$ cat config.mk
export PLATFORM = sky130hd
export DESIGN_NAME = audio_dma_chan
export DESIGN_NICKNAME = d
export VERILOG_FILES = /design/src/rtl/dma_chan_pkg.sv /design/src/rtl/dma_unpack.sv /design/src/rtl/dma_pack.sv /design/src/rtl/dma_regs.sv /design/src/rtl/dma_engine.sv /design/src/rtl/audio_dma_chan.sv
export SDC_FILE = /design/constraint.sdc
export NUM_CORES = 1
export LEC_CHECK = 0
export CAP_MARGIN = 10
export CORE_UTILIZATION = 50
export DETAILED_ROUTE_END_ITERATION = 16
export PLACE_DENSITY = 0.77
export REMOVE_ABC_BUFFERS = 1
export SLEW_MARGIN = 10
export SYNTH_ARGS = -nofsm -noshare
export SYNTH_HDL_FRONTEND = slang
export SYNTH_SLANG_ARGS = --single-unit
$ cat constraint.sdc
create_clock -name clk -period 3.3 [get_ports clk]
set_clock_uncertainty 0.05 [all_clocks]
set_input_delay 0.495 -clock clk [delete_from_list [all_inputs] [get_ports clk]]
set_output_delay 0.495 -clock clk [all_outputs]
set_load 0.01 [all_outputs]
$ cat src/rtl/dma_chan_pkg.sv
package dma_chan_pkg;

  localparam logic [2:0] RA_BASE  = 3'd0;
  localparam logic [2:0] RA_COUNT = 3'd1;
  localparam logic [2:0] RA_CUR   = 3'd2;
  localparam logic [2:0] RA_MODE  = 3'd3;
  localparam logic [2:0] RA_CTRL  = 3'd4;
  localparam logic [2:0] RA_STAT  = 3'd5;
  localparam logic [2:0] RA_EOS   = 3'd6;

  // packed MSB first: rec lands on bit 0
  typedef struct packed {
    logic uns;
    logic big;
    logic mono;
    logic size8;
    logic autoinit;
    logic en;
    logic rec;
  } mode_t;

  typedef struct packed {
    logic term_ie;
    logic half_ie;
    logic mask;
  } ctrl_t;

  typedef enum logic [2:0] {
    S_IDLE,
    S_FETCH,
    S_SEND,
    S_TAKE,
    S_STORE
  } eng_state_t;

  function automatic logic [2:0] frame_bytes(input mode_t m);
    if (m.size8) return m.mono ? 3'd1 : 3'd2;
    return m.mono ? 3'd2 : 3'd4;
  endfunction

endpackage

$ cat src/rtl/dma_unpack.sv
module dma_unpack
  import dma_chan_pkg::*;
(
  input  logic [31:0] word,
  input  logic [1:0]  off,
  input  mode_t       mode,
  output logic [15:0] left,
  output logic [15:0] right
);

  function automatic logic [7:0] lane(input logic [31:0] w, input logic [1:0] i);
    return w[{i, 3'b000} +: 8];
  endfunction

  logic [1:0] o1, o2, o3;
  logic [15:0] s0, s1;

  assign o1 = off + 2'd1;
  assign o2 = off + 2'd2;
  assign o3 = off + 2'd3;

  always_comb begin
    s0 = mode.big ? {lane(word, off), lane(word, o1)} : {lane(word, o1), lane(word, off)};
    s1 = mode.big ? {lane(word, o2),  lane(word, o3)} : {lane(word, o3), lane(word, o2)};
    if (mode.size8) begin
      left  = {lane(word, off), 8'h00};
      right = mode.mono ? {lane(word, off), 8'h00} : {lane(word, o1), 8'h00};
    end else begin
      left  = s0;
      right = mode.mono ? s0 : s1;
    end
    if (mode.uns) begin
      left[15]  = ~left[15];
      right[15] = ~right[15];
    end
  end

endmodule

$ cat src/rtl/dma_pack.sv
module dma_pack
  import dma_chan_pkg::*;
(
  input  logic [15:0] left,
  input  logic [15:0] right,
  input  logic [1:0]  off,
  input  mode_t       mode,
  output logic [31:0] wdata,
  output logic [3:0]  be
);

  logic [15:0] l2, r2;
  logic [7:0]  fb [4];
  logic [2:0]  nbytes;
  logic [1:0]  ln;

  assign nbytes = frame_bytes(mode);

  always_comb begin
    l2 = left;
    r2 = right;
    if (mode.uns) begin
      l2[15] = ~l2[15];
      r2[15] = ~r2[15];
    end
    if (mode.size8) begin
      fb[0] = l2[15:8];
      fb[1] = r2[15:8];
      fb[2] = 8'h00;
      fb[3] = 8'h00;
    end else if (mode.big) begin
      fb[0] = l2[15:8];
      fb[1] = l2[7:0];
      fb[2] = r2[15:8];
      fb[3] = r2[7:0];
    end else begin
      fb[0] = l2[7:0];
      fb[1] = l2[15:8];
      fb[2] = r2[7:0];
      fb[3] = r2[15:8];
    end
  end

  always_comb begin
    wdata = '0;
    be    = '0;
    ln    = off;
    for (int i = 0; i < 4; i++) begin
      ln = off + 2'(i);
      if (3'(i) < nbytes) begin
        wdata[{ln, 3'b000} +: 8] = fb[i];
        be[ln] = 1'b1;
      end
    end
  end

endmodule

$ cat src/rtl/dma_regs.sv
module dma_regs
  import dma_chan_pkg::*;
#(
  parameter int AW = 32,
  parameter int CW = 16
)(
  input  logic          clk,
  input  logic          rst,
  input  logic          wr_en,
  input  logic          rd_en,
  input  logic [2:0]    addr,
  input  logic [31:0]   wdata,
  output logic [31:0]   rdata,
  input  logic [AW-1:0] cur,
  input  logic          ev_half,
  input  logic          ev_term,
  output logic [AW-1:0] base,
  output logic [CW-1:0] count,
  output mode_t         mode,
  output ctrl_t         ctrl,
  output logic          start,
  output logic          irq
);

  logic [1:0] stat_q, stat_nx;
  logic       armed_q;
  logic       rd_clr;

  assign rd_clr  = rd_en && (addr == RA_STAT);
  assign stat_nx = (rd_clr ? 2'b00 : stat_q) |
                   {ev_term && ctrl.term_ie, ev_half && ctrl.half_ie};

  always_ff @(posedge clk) begin
    if (rst) begin
      base    <= '0;
      count   <= '0;
      mode    <= '0;
      ctrl    <= 3'b001;
      start   <= 1'b0;
      stat_q  <= '0;
      armed_q <= 1'b1;
      irq     <= 1'b0;
      rdata   <= '0;
    end else begin
      start  <= 1'b0;
      stat_q <= stat_nx;
      if (wr_en) begin
        case (addr)
          RA_BASE:  base  <= wdata[AW-1:0];
          RA_COUNT: count <= wdata[CW-1:0];
          RA_MODE: begin
            mode  <= mode_t'(wdata[6:0]);
            start <= wdata[1] && !mode.en;
          end
          RA_CTRL:  ctrl  <= ctrl_t'(wdata[2:0]);
          default: ;
        endcase
      end
      if (rd_en) begin
        case (addr)
          RA_BASE:  rdata <= 32'(base);
          RA_COUNT: rdata <= 32'(count);
          RA_CUR:   rdata <= 32'(cur);
          RA_MODE:  rdata <= 32'(mode);
          RA_CTRL:  rdata <= 32'(ctrl);
          RA_STAT:  rdata <= 32'(stat_q);
          default:  rdata <= '0;
        endcase
      end
      if (irq) begin
        irq <= |stat_q;
      end else if (armed_q && |stat_q) begin
        irq     <= 1'b1;
        armed_q <= 1'b0;
      end
      if (wr_en && addr == RA_EOS) armed_q <= 1'b1;
    end
  end

endmodule

$ cat src/rtl/dma_engine.sv
module dma_engine
  import dma_chan_pkg::*;
#(
  parameter int AW = 32,
  parameter int CW = 16
)(
  input  logic          clk,
  input  logic          rst,
  input  logic [AW-1:0] base,
  input  logic [CW-1:0] count,
  input  mode_t         mode,
  input  ctrl_t         ctrl,
  input  logic          start,
  output logic          mem_req,
  output logic          mem_wr,
  output logic [AW-3:0] mem_addr,
  output logic [31:0]   mem_wdata,
  output logic [3:0]    mem_be,
  input  logic          mem_gnt,
  input  logic [31:0]   mem_rdata,
  output logic          out_valid,
  input  logic          out_ready,
  output logic [15:0]   out_l,
  output logic [15:0]   out_r,
  input  logic          in_valid,
  output logic          in_ready,
  input  logic [15:0]   in_l,
  input  logic [15:0]   in_r,
  output logic [AW-1:0] cur,
  output logic          ev_half,
  output logic          ev_term
);

  localparam int TW = CW + 1;

  function automatic logic [TW-1:0] half_of(input logic [CW-1:0] c);
    logic [TW-1:0] n;
    n = TW'(c) + TW'(1);
    return n - (n >> 1);
  endfunction

  eng_state_t    st_q;
  logic [CW-1:0] rem_q, rem_nx;
  logic [TW-1:0] thr_q, thr_nx;
  logic [AW-1:0] cur_nx;
  logic          run_q, run_nx, pend_q;
  logic          last, mid;
  logic [2:0]    bpf;
  logic [15:0]   unp_l, unp_r;
  logic [31:0]   pk_w;
  logic [3:0]    pk_be;

  dma_unpack u_unpack (
    .word (mem_rdata),
    .off  (cur[1:0]),
    .mode (mode),
    .left (unp_l),
    .right(unp_r)
  );

  dma_pack u_pack (
    .left (in_l),
    .right(in_r),
    .off  (cur[1:0]),
    .mode (mode),
    .wdata(pk_w),
    .be   (pk_be)
  );

  assign bpf      = frame_bytes(mode);
  assign last     = (rem_q == '0);
  assign mid      = (TW'(rem_q) == thr_q);
  assign in_ready = (st_q == S_TAKE);

  always_comb begin
    cur_nx = cur + AW'(bpf);
    rem_nx = rem_q - CW'(1);
    thr_nx = thr_q;
    run_nx = run_q;
    if (last) begin
      if (mode.autoinit) begin
        cur_nx = base;
        rem_nx = count;
        thr_nx = half_of(count);
      end else begin
        rem_nx = rem_q;
        run_nx = 1'b0;
      end
    end
  end

  always_ff @(posedge clk) begin
    if (rst) begin
      st_q      <= S_IDLE;
      cur       <= '0;
      rem_q     <= '0;
      thr_q     <= '0;
      run_q     <= 1'b0;
      pend_q    <= 1'b0;
      mem_req   <= 1'b0;
      mem_wr    <= 1'b0;
      mem_addr  <= '0;
      mem_wdata <= '0;
      mem_be    <= '0;
      out_valid <= 1'b0;
      out_l     <= '0;
      out_r     <= '0;
      ev_half   <= 1'b0;
      ev_term   <= 1'b0;
    end else begin
      ev_half <= 1'b0;
      ev_term <= 1'b0;
      if (start) pend_q <= 1'b1;
      case (st_q)
        S_IDLE: begin
          if (pend_q) begin
            cur    <= base;
            rem_q  <= count;
            thr_q  <= half_of(count);
            run_q  <= 1'b1;
            pend_q <= start;
          end else if (!mode.en) begin
            run_q <= 1'b0;
          end else if (run_q && !ctrl.mask) begin
            if (mode.rec) begin
              st_q <= S_TAKE;
            end else begin
              mem_req  <= 1'b1;
              mem_wr   <= 1'b0;
              mem_addr <= cur[AW-1:2];
              st_q     <= S_FETCH;
            end
          end
        end
        S_FETCH: begin
          if (mem_gnt) begin
            mem_req   <= 1'b0;
            out_l     <= unp_l;
            out_r     <= unp_r;
            out_valid <= 1'b1;
            cur       <= cur_nx;
            rem_q     <= rem_nx;
            thr_q     <= thr_nx;
            run_q     <= run_nx;
            ev_half   <= mid;
            ev_term   <= last;
            st_q      <= S_SEND;
          end
        end
        S_SEND: begin
          if (out_ready) begin
            out_valid <= 1'b0;
            st_q      <= S_IDLE;
          end
        end
        S_TAKE: begin
          if (in_valid) begin
            mem_wdata <= pk_w;
            mem_be    <= pk_be;
            mem_addr  <= cur[AW-1:2];
            mem_req   <= 1'b1;
            mem_wr    <= 1'b1;
            st_q      <= S_STORE;
          end
        end
        S_STORE: begin
          if (mem_gnt) begin
            mem_req <= 1'b0;
            mem_wr  <= 1'b0;
            cur     <= cur_nx;
            rem_q   <= rem_nx;
            thr_q   <= thr_nx;
            run_q   <= run_nx;
            ev_half <= mid;
            ev_term <= last;
            st_q    <= S_IDLE;
          end
        end
        default: st_q <= S_IDLE;
      endcase
    end
  end

endmodule

$ cat src/rtl/audio_dma_chan.sv
module audio_dma_chan
  import dma_chan_pkg::*;
#(
  parameter int AW = 32,
  parameter int CW = 16
)(
  input  logic          clk,
  input  logic          rst,
  input  logic          reg_wr_en,
  input  logic          reg_rd_en,
  input  logic [2:0]    reg_addr,
  input  logic [31:0]   reg_wdata,
  output logic [31:0]   reg_rdata,
  output logic          mem_req,
  output logic          mem_wr,
  output logic [AW-3:0] mem_addr,
  output logic [31:0]   mem_wdata,
  output logic [3:0]    mem_be,
  input  logic          mem_gnt,
  input  logic [31:0]   mem_rdata,
  output logic          out_valid,
  input  logic          out_ready,
  output logic [15:0]   out_left,
  output logic [15:0]   out_right,
  input  logic          in_valid,
  output logic          in_ready,
  input  logic [15:0]   in_left,
  input  logic [15:0]   in_right,
  output logic          irq
);

  logic [AW-1:0] base_w, cur_w;
  logic [CW-1:0] count_w;
  mode_t         mode_w;
  ctrl_t         ctrl_w;
  logic          start_w, ev_half_w, ev_term_w;
  logic          mask_w;

  assign mask_w = ctrl_w.mask;

  dma_regs #(.AW(AW), .CW(CW)) u_regs (
    .clk    (clk),
    .rst    (rst),
    .wr_en  (reg_wr_en),
    .rd_en  (reg_rd_en),
    .addr   (reg_addr),
    .wdata  (reg_wdata),
    .rdata  (reg_rdata),
    .cur    (cur_w),
    .ev_half(ev_half_w),
    .ev_term(ev_term_w),
    .base   (base_w),
    .count  (count_w),
    .mode   (mode_w),
    .ctrl   (ctrl_w),
    .start  (start_w),
    .irq    (irq)
  );

  dma_engine #(.AW(AW), .CW(CW)) u_engine (
    .clk      (clk),
    .rst      (rst),
    .base     (base_w),
    .count    (count_w),
    .mode     (mode_w),
    .ctrl     (ctrl_w),
    .start    (start_w),
    .mem_req  (mem_req),
    .mem_wr   (mem_wr),
    .mem_addr (mem_addr),
    .mem_wdata(mem_wdata),
    .mem_be   (mem_be),
    .mem_gnt  (mem_gnt),
    .mem_rdata(mem_rdata),
    .out_valid(out_valid),
    .out_ready(out_ready),
    .out_l    (out_left),
    .out_r    (out_right),
    .in_valid (in_valid),
    .in_ready (in_ready),
    .in_l     (in_left),
    .in_r     (in_right),
    .cur      (cur_w),
    .ev_half  (ev_half_w),
    .ev_term  (ev_term_w)
  );

endmodule

# After elaboration in Yosys (flattened, before gate mapping)
# Cells that the tools add are included.
# totals
ff_bits	268
output_inout_bits	135
elab_cells	244
# op_classes
addsub	11
n_lt_le_gt_ge	12
n_eq_ne	26
shift	12
mux	94
n_bitwise	14
n_reduce_logical	42
# op_table
op	count
$mux 32	10
$pmux 32 s6	1
$mux 16	10
$mux 30	5
$shift 8x7->32 const A	4
$shiftx 32x6->8	4
$shiftx 8x7->32	4
$bwmux 32	3
$mux 17	4
$pmux 32 s2	1
$pmux 30 s2	1
$pmux 17 s2	1
$add 32x3->32	1
$and 32x32->32	1
$pmux 16 s2	1
$mux 1	31
$mux 3	10
$neg 5->7	4
$reduce_and 7->1	3
$add 16x1->17 const B	1
$eq 16x17->1	1
$sub 17x16->17	1
$logic_not 16->1	1
$mux 4	4
34 further kinds	104

# Depth between registers and ports, before layout
# Gate-level depths: netlist (run 1).
# logic_depth
ltp_word	13
depth_mapped	15
depth_no_buf	14

# By module
# A second synthesis (run 1) with hierarchy kept.
# unflattened
hier_cells	2189
hier_area_um2	17131.4
# modules_own_cells
module	instances	cells_each	area_per_inst_um2
dma_engine	1	1162	8800.9
dma_regs	1	448	4018.9
dma_unpack	1	309	2318.5
dma_pack	1	270	1993.2

# Least setup slack after synthesis (run 1)
# Ideal clock, no wire load.
# synth_timing
path_type	register -> register
startpoint	register u_engine.cur[1]
endpoint	register u_engine.mem_wdata[1]
setup_time_ns	0.065
arrival_time_ns	3.023
slack_ns	0.161
stages_incl_launch_ff	14
synth_period_minus_slack_ns	3.139
cell_sequence	dfxtp_1 > clkbuf_1 > buf_2 > inv_1 > ha_1 > buf_4 > buf_4 > buf_4 > nand2_1 > nor3_1 > a21oi_1 > o311ai_0 > o21ai_0 > nor2_1
# synth_between
elab_chain_cells	10
word_cells_on_any_way	23
classes_between	add/sub (7); shift (8); mux (7); bitwise (1)
# synth_lines
element	line_no	source
start, declared	dma_engine.sv:29	output logic [AW-1:0] cur,
start signal, assigned	dma_engine.sv:117	cur <= base;
start signal, assigned	dma_engine.sv:141	cur <= cur_nx;
start signal, assigned	dma_engine.sv:170	cur <= cur_nx;
branches (longest 9 deep; another with $neg 5->7)	-	
$mux 32 *	dma_pack.sv:50	if (3'(i) < nbytes) begin
end signal, assigned	dma_engine.sv:158	mem_wdata <= pk_w;
end, declared	dma_engine.sv:17	output logic [31:0] mem_wdata,
# Every way passes the cells marked *.
# A chain may end at the register's enable or synchronous reset.

# Worst setup path after layout (run 1)
# layout_timing
startpoint	register u_regs.count[3]
endpoint	register u_engine.thr_q[15]
# layout_between
elab_chain_cells	6
word_cells_on_any_way	7
classes_between	add/sub (2); mux (5)
# layout_lines
element	line_no	source
start, declared	dma_regs.sv:18	output logic [CW-1:0] count,
start signal, assigned	dma_regs.sv:50	RA_COUNT: count <= wdata[CW-1:0];
$add 16x1->17 *	dma_engine.sv:38	n = TW'(c) + TW'(1);
$sub 17x16->17 *	dma_engine.sv:39	return n - (n >> 1);
$mux 17	dma_engine.sv:81	if (mode.autoinit) begin
$mux 17	dma_engine.sv:80	if (last) begin
$mux 17	dma_engine.sv:136, dma_engine.sv:167	
$pmux 17 s2 *	dma_engine.sv:114	case (st_q)
end signal, assigned	dma_engine.sv:119	thr_q <= half_of(count);
end signal, assigned	dma_engine.sv:143	thr_q <= thr_nx;
end signal, assigned	dma_engine.sv:172	thr_q <= thr_nx;
end, declared	dma_engine.sv:44	logic [TW-1:0] thr_q, thr_nx;
# Every way passes the cells marked *; elsewhere a longest branch is shown, timed or not. The select of a mux whose other input is x is not followed.

==> results of run 1 <==
-- path summary, 6_finish.rpt --
check,end,slack [ns],cells past startpoint
hold / removal,u_engine.mem_addr[2],0.40,2
hold reg to reg,u_engine.mem_addr[2],0.40,2
setup / recovery,u_engine.thr_q[15],0.21,12
setup reg to reg,u_engine.thr_q[15],0.21,12
-- metal layers --
metal  global-route usage, %  vias up
li1                        -     7726
met1                    41.4     7852
met2                    50.3      849
met3                    5.21      125
met4                    10.6        2
met5                       0        -
-- power groups by stage --
stage          logic (mW)  clock network, mW  registers (mW)
2_1_floorplan       0.391                  0            3.35
3_3_place_gp        0.764                  0            3.35
3_5_place_dp        0.776                  0            3.35
4_1_cts             0.783               3.62            3.28
5_1_grt             0.852               3.77            3.28
6_report            0.796               3.58            3.28
-- layout make-up --
cell class | count | area share, %
Multi-Input combinational cell | 1575 | 49.8
Sequential cell | 268 | 26.7
Timing Repair Buffer | 316 | 14.9
Clock buffer | 44 | 4.44
Tap cell | 402 | 2.50
Clock inverter | 11 | 0.832
Inverter | 43 | 0.801
-- cell families after synthesis --
family          Yosys count  synth area share (%)
xor+xnor                 45                  2.43
fa+ha+maj                35                  2.79
compound gates          541                  21.6
mux                     137                  11.9
simple gates            817                  23.0
flops                   268                  33.1
buf+inv                 203                  5.22
-- registers in the layout (all words and copies together) (netlist names), 2 cells and up --
register            count
u_engine.cur           32
u_engine.mem_wdata     32
u_regs.base            32
u_regs.rdata           32
u_engine.mem_addr      30
u_engine.thr_q         17
u_engine.out_l         16
u_engine.out_r         16
u_engine.rem_q         16
u_regs.count           16
u_regs.mode             7
u_engine.mem_be         4
u_engine.st_q           3
u_regs.ctrl             3
u_regs.stat_q           2
-- stage by stage --
step / setup WS (ns) / TNS, ns / hold slack, ns / utilization (%)
final: 0.208 / 0 / 0.404 / 63.5
after global routing: -0.0478 / -0.0478 / 0.426 / 63.5
after CTS: 0.0146 / 0 / 0.405 / 63.4
after detailed placement: 0.0343 / 0 / 0.397 / 60.1
after global placement: 0.140 / 0 / 0.375 / 60.1
after floorplan: -1.26 / -65.84 / 0.363 / -
-- placed cells by master, fill, tap and decap left out, types with 6 or more instances in the layout --
| cell type | n |
|---|---|
| and2_1 | 16 |
| a21oi_1 | 213 |
| dfxtp_1 | 263 |
| buf_4 | 73 |
| nor4_1 | 8 |
| or3_1 | 13 |
| o31ai_1 | 9 |
| o221a_2 | 7 |
| nand3_1 | 34 |
| a222oi_1 | 8 |
| a311oi_1 | 16 |
| nand4_1 | 12 |
| mux2i_1 | 56 |
| clkbuf_8 | 8 |
| nor3b_1 | 10 |
| a2bb2oi_1 | 7 |
| nor2b_1 | 42 |
| mux4_2 | 39 |
| nor2_1 | 241 |
| and3_1 | 12 |
| o22ai_1 | 23 |
| a221oi_1 | 30 |
| clkdlybuf4s50_1 | 238 |
| o21ai_0 | 97 |
| a211oi_1 | 24 |
| clkbuf_16 | 31 |
| ha_1 | 33 |
| clkbuf_1 | 6 |
| xor2_1 | 22 |
| a22oi_1 | 32 |
| o311ai_0 | 7 |
| a21o_1 | 12 |
| inv_1 | 42 |
| nor3_1 | 68 |
| nand2_1 | 312 |
| xnor2_1 | 22 |
| mux2_2 | 41 |
| nand2b_1 | 12 |
-- repair_timing --
action,in CTS,in global routing
endpoints found under the setup margin,0,7
hold buffers,0,0
gates resized for setup,0,6
-- worst max-delay path, stage by stage (launching register included) --
cell	delay, ns
dfxtp_2	0.43
nand4_4	0.15
or2_1	0.30
nor4_2	0.27
xor2_1	0.22
inv_1	0.07
ha_1	0.31
a21o_1	0.18
a21oi_1	0.18
inv_1	0.09
o41ai_2	0.34
mux2i_1	0.22
a31oi_1	0.10
==> summary.txt, run 1 <==
Routed met2 length: 24.0 mm
Hpwl dp: 36.4 mm
Switching part of the total power: 24.2%
Area of the multi-input gates: 10000 um^2
Final Setup Violations: 0
Actual slew at the worst max-slew pin: 1.02 ns
Total power: 7.66 mW
Total core area: 31700 um^2
Most frequent cell after synthesis: nand2_1
Vias in the first global route: 15600
Initial antenna violation count: 1
Yosys cell types: 98
CTS Root Cell: clkbuf_16
Pwr dens: 380 nW/um^2
Die H: 182 um
Syn Inst Count: 2046
Crit. Startpoint: u_regs.count[3]
Int Power: 5.80 mW
Total track usage: 30.9%
Post-CTS Setup Inserts: 0
Flops & latches, synth: 268
Worst vdd ir: 359 uV
Wire per inst: 19.9 um
Post-Route M1 WL: 22.2 mm
CTS tree: done
Placer Congestion: 0.947
Final #Nets: 2375
Design area: 20100 um^2
Num CTS Buffers: 30
Post-synthesis sequential area ratio: 33.1%
Share of flip-flops with an asynchronous set or reset: 0%
P&R area growth vs syn: 24.3%
Die area: 33100 um^2
Io pins: 241
Avg Vias per Cell: 6.23
I/O Buffers: 240
NetSw: 1.86 mW
Placed Cells: 2604
Synth top area share: 33.1%
Clock latency on the worst-skew pair: 0.57 ns
Max Used Layer: met5
Antenna-violating nets left: 0
Max transition margin: 32.1%
Max-cap viol count: 0
Final Critical Period: 3.09 ns
# diodes: 0
First-pass GRT wire length: 83.2 mm
Clock Path Buffers: 3
Met3 wire len: 4.96 mm
Drt initial violations: 1633
Drt pass-1 iters: 6
Placed Area: 19100 um^2
H-Tree Depth: 1
Die Wd: 182 um
HP Start: u_engine.mem_addr[2]
Share of cells above drive strength 1: 11.3%
Detailed-route DRC error count: 0
Outcome: finished, final reports clean
Crit path capture type: register
Flop pwr share: 42.8%
Worst EP arrival: 3.44 ns
Clk slew on worst S/H paths: 0.06 ns
Crit path required time: 3.65 ns
Clock Sinks: 268
Post-synth top area cell: dfxtp_1
R2r startpoint: u_regs.count[3]
Pleak: 7.19 nW
Post-route insts no fill: 2659
Via count: 16600
Storage cell area: 5370 um^2
Critical path class: reg2reg
Largest net degree at the start of global routing: 122
Fmax: 323 MHz
Final Max Slew Viols: 0
Logic pwr share: 10.4%
Post-synth EDFFs: 0
Ys Warns: 0
Crit path max fanout: 7
GRT Residual Overflow: 0
Synth Flop Type: dfxtp_1
Final period util: 93.7%
Initial Util: 51.1%
Fill cells: 2705
Commonest cells in the netlist: 312 x nand2_1, 268 x dfxtp_1, 241 x nor2_1
Cell Area, Synth: 16200 um^2
Hold Crit Class: reg2reg
Final hold vios: 0
Mean Syn Cell Area: 7.92 um^2
Clk pwr share: 46.8%
Cell Rows: 65
Startpoint Class: register
Area contributors post-synth: dfxtp_1 33%, nand2_1 7.2%, a21oi_1 6.6%
Unrepaired setup endpoints after global routing: yes
DRT Wirelength: 52.8 mm
No activity file was read; power rests on OpenSTA's default activity.
==> inputs of run 2 (changes only) <==
--- a/config.mk
+++ b/config.mk
@@ -6,9 +6,9 @@
 export NUM_CORES = 1
 export LEC_CHECK = 0
 export CAP_MARGIN = 10
-export CORE_UTILIZATION = 50
+export CORE_UTILIZATION = 55
 export DETAILED_ROUTE_END_ITERATION = 16
-export PLACE_DENSITY = 0.77
+export PLACE_DENSITY = 0.81
 export REMOVE_ABC_BUFFERS = 1
 export SLEW_MARGIN = 10
 export SYNTH_ARGS = -nofsm -noshare
==> constraint.sdc (replaced) <==
create_clock -name clk -period 2.9 [get_ports clk]
set_clock_uncertainty 0.05 [all_clocks]
set_input_delay 0.435 -clock clk [delete_from_list [all_inputs] [get_ports clk]]
set_output_delay 0.435 -clock clk [all_outputs]
set_load 0.01 [all_outputs]
==> run 2 against run 1 <==
Net effect: sequential share of layout area down 0.81 points; cell area up 3.4%; combinational power grew 21%; routed wire length rose by 2.5%; highest routed layer is now met4.
==> summary.txt, run 2 (synthesis results as in run 1) <==
Drt pass-1 iters: 5 (was 6)
Io pins: 241 (unchanged)
Final worst slack: 0.0787 ns (was 0.208 ns)
Clock Path Buffers: 3 (unchanged)
# diodes: 0 (unchanged)
Leading cell type in the layout, fill and taps excluded: nand2_1 (unchanged)
Unrepaired setup endpoints after global routing: yes (unchanged)
Final period util: 97.3% (was 93.7%)
WHS: 0.351 ns (was 0.404 ns)
Largest net degree at the start of global routing: 89 (was 122)
Met3 wire len: 5.21 mm (was 4.96 mm)
Avg Vias per Cell: 6.30 (was 6.23)
Pleak: 7.51 nW (was 7.19 nW)
Design area: 20800 um^2 (was 20100 um^2)
Crit path max fanout: 4 (was 7)
Wire per inst: 20.1 um (was 19.9 um)
Worst vdd ir: 447 uV (was 359 uV)
Max transition margin: 28.1% (was 32.1%)
Vias in the first global route: 16100 (was 15600)
Most frequent cells in the layout: 310 x nand2_1, 259 x dfxtp_1, 238 x clkdlybuf4s50_1 (was 312 x nand2_1, 263 x dfxtp_1, 241 x nor2_1)
Via count: 17000 (was 16600)
P&R area growth vs syn: 28.5% (was 24.3%)
Routed met2 length: 25.5 mm (was 24.0 mm)
NetSw: 2.15 mW (was 1.86 mW)
CTS Root Cell: clkbuf_16 (unchanged)
Clk pwr share: 47.9% (was 46.8%)
Outcome: finished, final reports clean (unchanged)
Switching part of the total power: 23.8% (was 24.2%)
Post-Route M1 WL: 21.6 mm (was 22.2 mm)
Fill cells: 2294 (was 2705)
Clock Sinks: 268 (unchanged)
Pwr dens: 432 nW/um^2 (was 380 nW/um^2)
Placed Area: 19400 um^2 (was 19100 um^2)
Int Power: 6.86 mW (was 5.80 mW)
Final hold vios: 0 (unchanged)
Critical path class: reg2reg (unchanged)
Worst slack at placement: -0.133 ns (was 0.0343 ns)
Final Max Slew Viols: 0 (unchanged)
CTS hold repair buffers: 0 (unchanged)
Clk slew on worst S/H paths: 0.06 ns (about the same)
Total core area: 28900 um^2 (was 31700 um^2)
Initial Util: 56.2% (was 51.1%)
Crit path required time: 3.28 ns (was 3.65 ns)
Share of cells above drive strength 1: 15.1% (was 11.3%)
GRT Residual Overflow: 0 (unchanged)
Cell Rows: 62 (was 65)
Flop pwr share: 41.4% (was 42.8%)
DRT Wirelength: 54.1 mm (was 52.8 mm)
Final Setup Violations: 0 (unchanged)
Hpwl dp: 37.4 mm (was 36.4 mm)
Clock latency on the worst-skew pair: 0.57 ns (about the same)
Final Critical Period: 2.82 ns (was 3.09 ns)
Die Wd: 174 um (was 182 um)
Startpoint Class: register (unchanged)
Antenna-violating nets left: 0 (unchanged)
Logic pwr share: 10.7% (was 10.4%)
Num CTS Buffers: 30 (unchanged)
Crit path capture type: register (unchanged)
Total track usage: 34.6% (was 30.9%)
Worst EP arrival: 3.20 ns (was 3.44 ns)
Initial antenna violation count: 0 (was 1)
Max Used Layer: met4 (was met5)
H-Tree Depth: 1 (unchanged)
Die H: 174 um (was 182 um)
Detailed-route DRC error count: 0 (unchanged)
Drt initial violations: 1882 (was 1633)
Max-cap viol count: 0 (unchanged)
Final #Nets: 2425 (was 2375)
First-pass GRT wire length: 84.9 mm (was 83.2 mm)
Actual slew at the worst max-slew pin: 1.08 ns (was 1.02 ns)
Fmax: 354 MHz (was 323 MHz)
I/O Buffers: 240 (unchanged)
CTS tree: done (unchanged)
Die area: 30200 um^2 (was 33100 um^2)
Placer Congestion: 0.930 (was 0.947)
Hold Crit Class: in2reg (was reg2reg)
## run 2: cell count changes in the layout (fill, tap and decap cells not counted), moves of 4 or more
cell	previous run	this run
a21oi_1	213	209
a21oi_2	2	6
buf_4	73	120
dfxtp_1	263	259
dfxtp_4	0	4
ha_1	33	28
nor2_1	241	235
nor2_4	0	4
## run 2: worst max-delay path, cell delays in order (launching register included)
cell and delay, ns:
dfxtp_4 0.38, nand2_1 0.12, nor2_2 0.13, xnor2_1 0.16, inv_1 0.07, ha_1 0.31
a21o_1 0.17, or3_1 0.35, o2111ai_2 0.28, a21oi_2 0.12, o41ai_4 0.22, mux2i_1 0.21
a31oi_1 0.09
## run 2: power groups by stage
stage               registers (mW)  logic, mW  clock network [mW]
floorplan                     3.82      0.445                   0
global placement              3.81      0.897                   0
detailed placement            3.81      0.912                   0
CTS                           3.73      0.924                4.35
global route                  3.73       1.02                4.50
finish                        3.73      0.965                4.32
## run 2: repair_timing
item / 4_1_cts / 5_1_grt
pin swaps: 2 / 17
resized for setup: 6 / 53
buffers inserted: 0 / 1
endpoints found under the setup margin: 5 / 20
cloned: 0 / 0
## run 2: cell type report
class	instances	area (um^2)	share of cell area, %
clock buffers	41	873	4.19
flip-flops and latches	268	5390	25.8
inverters	43	161	0.775
clock inverters	14	251	1.21
repair buffers	366	3420	16.4
multi-input cells	1575	10300	49.2
well taps	384	480	2.31
## run 2: path summary, 6_finish.rpt
path,end,slack (ns),from,cells past startpoint
worst min register to register,u_engine.mem_addr[0],0.40,u_engine.mem_addr[0],2
worst max register to register,u_engine.thr_q[15],0.08,u_regs.count[1],12
worst max-delay path,u_engine.thr_q[15],0.08,u_regs.count[1],12
worst min-delay path,u_engine.mem_wdata[1],0.35,rst,2
## run 2: stage by stage
| step | util, % | TNS [ns] | power, mW | std cells |
|---|---|---|---|---|
| detailed placement | 67.4 | -0.253 | 4.73 | 2635 |
| global route | 72.2 | -0.106 | 9.26 | 2691 |
| CTS | 71.3 | -0.0161 | 9.00 | 2690 |
| global placement | 67.4 | -0.0883 | 4.71 | 2635 |
| floorplan | - | -111.76 | 4.26 | 1886 |
| finish | 72.2 | 0 | 9.01 | 2691 |
## run 2: routing by layer
layer	track usage (%)	vias up
met5	0	-
met4	12.3	0
met3	5.11	155
met2	58.5	947
met1	44.8	8035
li1	-	7817
==> inputs of run 3 (changes only) <==
--- a/config.mk
+++ b/config.mk
@@ -5,7 +5,7 @@
 export SDC_FILE = /design/constraint.sdc
 export NUM_CORES = 1
 export LEC_CHECK = 0
-export CAP_MARGIN = 10
+export CAP_MARGIN = 20
 export CORE_UTILIZATION = 55
 export DETAILED_ROUTE_END_ITERATION = 16
 export PLACE_DENSITY = 0.81
==> results of run 3 <==
The final DEF is identical to that of run 2; final timing and power are the same.
